==> config.mk <==
export PLATFORM = sky130hd
export DESIGN_NAME = tmr_ctl_if
export DESIGN_NICKNAME = d
export VERILOG_FILES = /design/src/rtl/tmr_ctl_pkg.sv /design/src/rtl/tmr_cw_decode.sv /design/src/rtl/tmr_chan_regs.sv /design/src/rtl/tmr_ctl_if.sv
export SDC_FILE = /design/constraint.sdc
export NUM_CORES = 1
export LEC_CHECK = 0
export ABC_AREA = 1
export BUFFER_PORTS_ARGS = -buffer_cell sky130_fd_sc_hd__buf_4
export CORE_AREA = 2 2 196 198
export CTS_CLUSTER_DIAMETER = 30
export DETAILED_ROUTE_END_ITERATION = 10
export DIE_AREA = 0 0 198 200
export SLEW_MARGIN = 0
export SYNTH_ARGS = -nofsm -noshare
export SYNTH_HDL_FRONTEND = slang
export SYNTH_HIERARCHICAL = 1
export SYNTH_SLANG_ARGS = --single-unit
export TNS_END_PERCENT = 20
==> constraint.sdc <==
create_clock -name clk_i -period 2.2 [get_ports clk_i]
set_input_delay 0.22 -clock clk_i [delete_from_list [all_inputs] [get_ports clk_i]]
set_output_delay 0.22 -clock clk_i [all_outputs]
set_load 0.05 [all_outputs]
==> src/rtl/tmr_ctl_pkg.sv <==
package tmr_ctl_pkg;
  localparam int CNT_W = 16;

  typedef enum logic [1:0] {
    ACC_SNAP = 2'd0,
    ACC_LO   = 2'd1,
    ACC_HI   = 2'd2,
    ACC_WORD = 2'd3
  } acc_e;

  typedef enum logic [1:0] {
    SNAP_NONE = 2'd0,
    SNAP_LO   = 2'd1,
    SNAP_HI   = 2'd2,
    SNAP_WORD = 2'd3
  } snap_e;

  typedef struct packed {
    logic       set_mode;
    logic       snap_cnt;
    logic       snap_stat;
    acc_e       acc;
    logic [2:0] mode;
    logic       bcd;
  } chan_cmd_t;
endpackage

==> src/rtl/tmr_cw_decode.sv <==
module tmr_cw_decode
  import tmr_ctl_pkg::*;
#(
  parameter int NCH = 3
) (
  input  logic                  cw_wr_i,
  input  logic [7:0]            cw_i,
  output chan_cmd_t [NCH-1:0]   cmd_o
);
  localparam logic [1:0] MULTI_SEL = 2'd3;

  logic [1:0] sel;
  acc_e       acc;
  assign sel = cw_i[7:6];
  assign acc = acc_e'(cw_i[5:4]);

  always_comb begin
    for (int i = 0; i < NCH; i++) begin
      cmd_o[i]      = '0;
      cmd_o[i].acc  = acc;
      cmd_o[i].mode = cw_i[3:1];
      cmd_o[i].bcd  = cw_i[0];
      if (cw_wr_i) begin
        if (sel == MULTI_SEL) begin
          if (cw_i[1+i]) begin
            // active-low selectors
            cmd_o[i].snap_cnt  = !cw_i[5];
            cmd_o[i].snap_stat = !cw_i[4];
          end
        end else if (sel == 2'(i)) begin
          if (acc == ACC_SNAP) cmd_o[i].snap_cnt = 1'b1;
          else                 cmd_o[i].set_mode = 1'b1;
        end
      end
    end
  end
endmodule

==> src/rtl/tmr_chan_regs.sv <==
module tmr_chan_regs
  import tmr_ctl_pkg::*;
(
  input  logic             clk_i,
  input  logic             rst_ni,
  input  chan_cmd_t        cmd_i,
  input  logic             wr_i,
  input  logic             rd_i,
  input  logic [7:0]       wdata_i,
  input  logic [CNT_W-1:0] live_i,
  input  logic             out_i,
  output logic [7:0]       rdata_o,
  output logic             ld_o,
  output logic [CNT_W-1:0] ld_val_o,
  output logic [2:0]       mode_o,
  output logic             bcd_o
);
  acc_e             acc_q;
  logic [2:0]       mode_q;
  logic             bcd_q;
  logic             rd_tog_q, wr_tog_q;
  logic [7:0]       wr_hold_q;
  snap_e            snap_q;
  logic [CNT_W-1:0] snap_cnt_q;
  logic             stat_pend_q;
  logic [7:0]       stat_q;
  logic             ld_q;
  logic [CNT_W-1:0] ld_val_q;

  always_comb begin
    rdata_o = 8'h00;
    if (stat_pend_q) begin
      rdata_o = stat_q;
    end else if (snap_q != SNAP_NONE) begin
      rdata_o = (snap_q == SNAP_HI) ? snap_cnt_q[15:8] : snap_cnt_q[7:0];
    end else begin
      unique case (acc_q)
        ACC_LO:   rdata_o = live_i[7:0];
        ACC_HI:   rdata_o = live_i[15:8];
        ACC_WORD: rdata_o = rd_tog_q ? live_i[15:8] : live_i[7:0];
        default:  rdata_o = 8'h00;
      endcase
    end
  end

  always_ff @(posedge clk_i or negedge rst_ni) begin
    if (!rst_ni) begin
      acc_q       <= ACC_WORD;
      mode_q      <= '0;
      bcd_q       <= 1'b0;
      rd_tog_q    <= 1'b0;
      wr_tog_q    <= 1'b0;
      wr_hold_q   <= '0;
      snap_q      <= SNAP_NONE;
      snap_cnt_q  <= '0;
      stat_pend_q <= 1'b0;
      stat_q      <= '0;
      ld_q        <= 1'b0;
      ld_val_q    <= '0;
    end else begin
      ld_q <= 1'b0;
      if (rd_i) begin
        if (stat_pend_q)                stat_pend_q <= 1'b0;
        else if (snap_q == SNAP_WORD)   snap_q <= SNAP_HI;
        else if (snap_q != SNAP_NONE)   snap_q <= SNAP_NONE;
        else if (acc_q == ACC_WORD)     rd_tog_q <= !rd_tog_q;
      end
      if (cmd_i.set_mode) begin
        acc_q    <= cmd_i.acc;
        mode_q   <= cmd_i.mode;
        bcd_q    <= cmd_i.bcd;
        rd_tog_q <= 1'b0;
        wr_tog_q <= 1'b0;
      end
      if (cmd_i.snap_cnt && snap_q == SNAP_NONE) begin
        snap_cnt_q <= live_i;
        snap_q     <= snap_e'(2'(acc_q));
      end
      if (cmd_i.snap_stat && !stat_pend_q) begin
        stat_q      <= {out_i, 1'b0, 2'(acc_q), mode_q, bcd_q};
        stat_pend_q <= 1'b1;
      end
      if (wr_i) begin
        unique case (acc_q)
          ACC_LO: begin
            ld_q     <= 1'b1;
            ld_val_q <= {8'h00, wdata_i};
          end
          ACC_HI: begin
            ld_q     <= 1'b1;
            ld_val_q <= {wdata_i, 8'h00};
          end
          ACC_WORD: begin
            if (!wr_tog_q) begin
              wr_hold_q <= wdata_i;
              wr_tog_q  <= 1'b1;
            end else begin
              ld_q     <= 1'b1;
              ld_val_q <= {wdata_i, wr_hold_q};
              wr_tog_q <= 1'b0;
            end
          end
          default: ;
        endcase
      end
    end
  end

  assign ld_o     = ld_q;
  assign ld_val_o = ld_val_q;
  assign mode_o   = mode_q;
  assign bcd_o    = bcd_q;


  snap_hold_chk: assert property (@(posedge clk_i) disable iff (!rst_ni)
    (snap_q != SNAP_NONE && cmd_i.snap_cnt && !rd_i) |=> $stable(snap_cnt_q));


  tog_clr_chk: assert property (@(posedge clk_i) disable iff (!rst_ni)
    cmd_i.set_mode |=> (!rd_tog_q && !wr_tog_q));


  stat_fmt_chk: assert property (@(posedge clk_i) disable iff (!rst_ni)
    (cmd_i.snap_stat && !stat_pend_q) |=>
      (stat_pend_q && stat_q[6] == 1'b0 && stat_q[7] == $past(out_i) && stat_q[0] == $past(bcd_q)));


  stat_first_chk: assert property (@(posedge clk_i) disable iff (!rst_ni)
    (rd_i && stat_pend_q && !cmd_i.snap_cnt) |=> (!stat_pend_q && snap_q == $past(snap_q)));
endmodule

==> src/rtl/tmr_ctl_if.sv <==
module tmr_ctl_if
  import tmr_ctl_pkg::*;
#(
  parameter int NCH = 3
) (
  input  logic                   clk_i,
  input  logic                   rst_ni,
  input  logic                   wr_en_i,
  input  logic                   rd_en_i,
  input  logic [1:0]             addr_i,
  input  logic [7:0]             wdata_i,
  output logic [7:0]             rdata_o,
  input  logic [NCH*CNT_W-1:0]   live_cnt_i,
  input  logic [NCH-1:0]         out_i,
  output logic [NCH-1:0]         load_stb_o,
  output logic [CNT_W-1:0]       load_val_o,
  output logic [NCH*3-1:0]       mode_o,
  output logic [NCH-1:0]         bcd_o
);
  localparam logic [1:0] CTRL_ADDR = 2'd3;

  chan_cmd_t [NCH-1:0]   cmd;
  logic [NCH-1:0][7:0]   ch_rdata;
  logic [NCH-1:0][CNT_W-1:0] ch_ld_val;
  logic                  cw_wr;

  assign cw_wr = wr_en_i && (addr_i == CTRL_ADDR);

  tmr_cw_decode #(.NCH(NCH)) u_dec (
    .cw_wr_i (cw_wr),
    .cw_i    (wdata_i),
    .cmd_o   (cmd)
  );

  for (genvar g = 0; g < NCH; g++) begin : g_ch
    logic ch_wr, ch_rd;
    assign ch_wr = wr_en_i && (addr_i == 2'(g));
    assign ch_rd = rd_en_i && !wr_en_i && (addr_i == 2'(g));

    tmr_chan_regs u_chan (
      .clk_i    (clk_i),
      .rst_ni   (rst_ni),
      .cmd_i    (cmd[g]),
      .wr_i     (ch_wr),
      .rd_i     (ch_rd),
      .wdata_i  (wdata_i),
      .live_i   (live_cnt_i[g*CNT_W +: CNT_W]),
      .out_i    (out_i[g]),
      .rdata_o  (ch_rdata[g]),
      .ld_o     (load_stb_o[g]),
      .ld_val_o (ch_ld_val[g]),
      .mode_o   (mode_o[g*3 +: 3]),
      .bcd_o    (bcd_o[g])
    );


    ld_src_chk: assert property (@(posedge clk_i) disable iff (!rst_ni)
      load_stb_o[g] |-> $past(wr_en_i && addr_i == 2'(g)));
  end

  always_comb begin
    rdata_o    = 8'h00;
    load_val_o = '0;
    for (int i = 0; i < NCH; i++) begin
      if (addr_i == 2'(i)) rdata_o = ch_rdata[i];
      if (load_stb_o[i])   load_val_o = load_val_o | ch_ld_val[i];
    end
  end


  ld_onehot_chk: assert property (@(posedge clk_i) disable iff (!rst_ni)
    $onehot0(load_stb_o));
endmodule

==> run summary <==
The path with the worst hold slack has its endpoint at g_ch[0].u_chan/snap_cnt_q[1]. The peak supply drop came out at 0.000527 V. The worst register-to-register path ends at g_ch[1].u_chan/ld_val_o[0].

The later pin in the worst-skew pair is clocked with a latency of 0.44 ns. The die area came out at 39600 µm². The synthesized design devotes to its leading area cell type 46.4% of total area. The worst setup slack after placement came out at 0.0151 ns.

The effective utilization at floorplan came out at 24.6%. The setup slack after layout is -0.216 ns. Yosys attributes the largest share of cell area to dfrtp_1, nand2_1, o21ai_0, a21oi_1, mux2_4. Summing internal, switching and leakage power gives 12.5 mW. Summing over every cut layer, the via total after detailed routing is 7822. The minimum clock period after layout is 2.42 ns.

The average wire length per cell after detail routing is 16.2 µm. The startpoint of the most critical register-to-register path is g_ch[1].u_chan/acc_q[1]. For this design the static power due to leakage is 5.65 nW. The core occupancy in the finished layout came out at 31.2%.

The count of nets after finishing came out at 1297. Setup repair after global routing could not meet its margin everywhere. The placer congestion estimate came out at 0.852. The count of endpoints failing hold in the final timing report is 0.

The number of synthesis warnings came out at 6. Among all flip-flop cells after synthesis, the most frequent one is dfrtp_1. The die height is 200 µm. The arrival time at the worst endpoint is 2.20 ns. The slew at the pin with the worst max-slew slack came out at 0.679 ns. The critical path startpoint category is a flop. The clock transition at the registers of the reported paths is 0.08 ns. The sum of overflow across all layers after global routing is 0. The number of antenna violations at the first check in global routing is 0. The largest net degree at the start of global routing is 61. The delay of the slowest cell on the worst path is 0.63 ns. The area overhead of the layout relative to synthesis is 26.7%. The startpoint identified for the worst hold timing path is live_cnt_i[1]. The setup slack of the most critical reg-to-reg path came out at 0.30 ns.

The tightest min-delay check is of the in2reg type. The post-synth net total came out at 1180. Global routing used 14.6% of the available tracks across all layers. The total DRC errors in the routed layout came out at 0. The violation count after the first detailed-route iteration is 395. The total setup violations reported at the end of the flow is 8. The synthesized instance count is 1100. The netlist area before placement is 9220 µm². The count of port buffers added during placement is 103. After synthesis, the most frequently instantiated cells are nand2_1, dfrtp_1, o21ai_0. The count of H-tree levels built during CTS is 4.

Power spread over the standard cell area amounts to 1070 nW/µm². In this run the remaining antenna-violating nets after routing total 0. Headroom to the max-slew limit came out at 54.7%.

For this run, asynchronously set or reset flops after synthesis account for 100%. Counting both buffers and inverters, the worst setup path holds a total of 1. The critical path is of the reg2out type. The clock root buffer is clkbuf_16. The via count of the first global-routing pass is 7759.

After routing the design area is 11700 µm². The iteration count of the initial detailed-routing pass is 7. The total cell area at the placement stage came out at 10700 µm². Traced cell by cell, the critical path runs through ha_4, nand2_4, nand2_8, nand2_2, nand2_2, nand2_2, a21oi_4, nand3_2, nand3_2, buf_8. Counting every sink on the clock net gives 177. The number of different library cells used by synthesis comes to 32.

Among all stages on the critical path, the largest delay is contributed by dfstp_2. The number of cells on the worst reg-to-reg path is 8. The core region is 37400 µm².

STA classifies the critical path endpoint as a primary output. The count of state elements after synthesis is 177. The detail-routed via count per cell is 4.49. The largest fanout on the critical path came out at 8. Among cell families on the critical path, the largest total delay comes from flip-flops. The global-route wire length before repair is 44.2 mm.

The number of clock buffers added by TritonCTS is 17. The placed wire-length estimate is 20.5 mm. The width of the die is 198 µm. The final critical path takes up 110% of the cycle.

The share of the yosys chip area belonging to registers is 48.1%. The checks that failed: negative setup slack. The final worst clock skew came out at 0.0101 ns. In this run the deepest clock path goes through 2 buffers. The hold path depth is 2.

The run finished, with violations left. The critical path data required time came out at 1.98 ns. The number of antenna diodes in the final layout is 0.

In this run, placement finished with an instance count of 1700. dfrtp_1 takes more of the synthesized area than any other cell. The final wirelength came out at 28.2 mm. The count of flip-flops with a built-in enable after synthesis came out at 0. The most common cell in the synthesized netlist is nand2_1. TritonCTS built the clock tree. Cells with a size suffix above 1 make up 28.0% of the layout. The count of final max-slew check failures came out at 0. A synthesized cell averages 8.38 µm². The peak clock frequency supported by timing is 0.414 GHz. The tool flagged a number of max-cap violations equal to 0. Among the stages of the critical path, the cell type that occurs most often is nand2_2. During I/O placement, the number of pins put on the boundary was 104. The row count came out at 71. The number of non-filler instances in the completed layout came out at 1741.
worst max path at each step:
stage                       startpoint          to  slack (ns)  depth (start not counted)
5_1_grt        g_ch[2].u_chan/acc_q[1]  rdata_o[1]       -0.30                         10
2_1_floorplan  g_ch[2].u_chan/acc_q[1]  rdata_o[1]       -0.05                          8
6_report       g_ch[1].u_chan/acc_q[1]  rdata_o[2]       -0.22                         10
3_5_place_dp   g_ch[1].u_chan/acc_q[1]  rdata_o[5]        0.02                         10
4_1_cts        g_ch[1].u_chan/acc_q[1]  rdata_o[1]       -0.20                         11
3_3_place_gp   g_ch[1].u_chan/acc_q[1]  rdata_o[5]        0.05                         10
state kept, by name, summed over array words and instances (netlist names):
register,flops
g_ch.u_chan/acc_q,6
g_ch.u_chan/bcd_o,3
g_ch.u_chan/ld_o,3
g_ch.u_chan/ld_val_o,48
g_ch.u_chan/mode_o,9
g_ch.u_chan/rd_tog_q,3
g_ch.u_chan/snap_cnt_q,48
g_ch.u_chan/snap_q,6
g_ch.u_chan/stat_pend_q,3
g_ch.u_chan/stat_q,21
g_ch.u_chan/wr_hold_q,24
g_ch.u_chan/wr_tog_q,3
final cells by class:
cell class                      instances  area [µm²]
Multi-Input combinational cell        754        4260
Clock inverter                         15         158
Tap cell                              511         639
Clock buffer                           17         425
Sequential cell                       177        4440
Fill cell                            3948       25700
Inverter                              107         412
Timing Repair Buffer                  160        1350
through the flow:
| step | TNS [ns] | hold slack (ns) |
|---|---|---|
| after detailed placement | 0 | 0.267 |
| after CTS | -1.49 | 0.00189 |
| after global routing | -2.30 | 0.00675 |
| after floorplan | -0.317 | -0.0756 |
| after global placement | 0 | 0.257 |
| final | -1.44 | 0.0169 |
layer usage:
metal	vias up	global-route usage [%]	wire (µm)
met3	36	2.81	1560
met5	-	0	0
li1	3772	-	-
met4	0	4.46	547
met2	233	23.3	13100
met1	3781	20.1	13000
kinds of logic (layout without fill, tap and decap cells):
family	after synthesis	after routing	synth area share, %
compound gates	199	199	11.2
mux	51	51	7.21
fa+ha+maj	15	15	2.04
simple gates	489	489	22.6
buf+inv	169	299	8.82
flops	177	177	48.1
cells in the final DEF (no fill, tap or decap), types with 6 or more instances in the layout:
cell,count
nand2_1,280
dfrtp_1,171
buf_4,139
o21ai_0,94
nor2_1,86
inv_1,79
a21oi_1,67
nand3_1,55
mux2_2,27
mux2_4,24
inv_2,21
a31oi_1,21
nand2_2,20
clkbuf_16,17
nand3_2,14
nor3_1,12
a21oi_2,10
buf_8,8
inv_6,7
ha_1,7
dfstp_2,6
power by group:
| part | total (mW) | internal, mW | switching, mW |
|---|---|---|---|
| combinational | 4.40 | 1.68 | 2.72 |
| sequential | 5.00 | 4.30 | 0.696 |
| clock | 3.05 | 1.53 | 1.52 |
timing repair:
action                     CTS  global route
setup endpoints to repair    8             8
hold endpoints to repair    60             0
resized for setup           45            53
hold buffers                 4             0
pin swaps                    8            26
setup buffers                2             3
(Power assumes the default switching activity.)
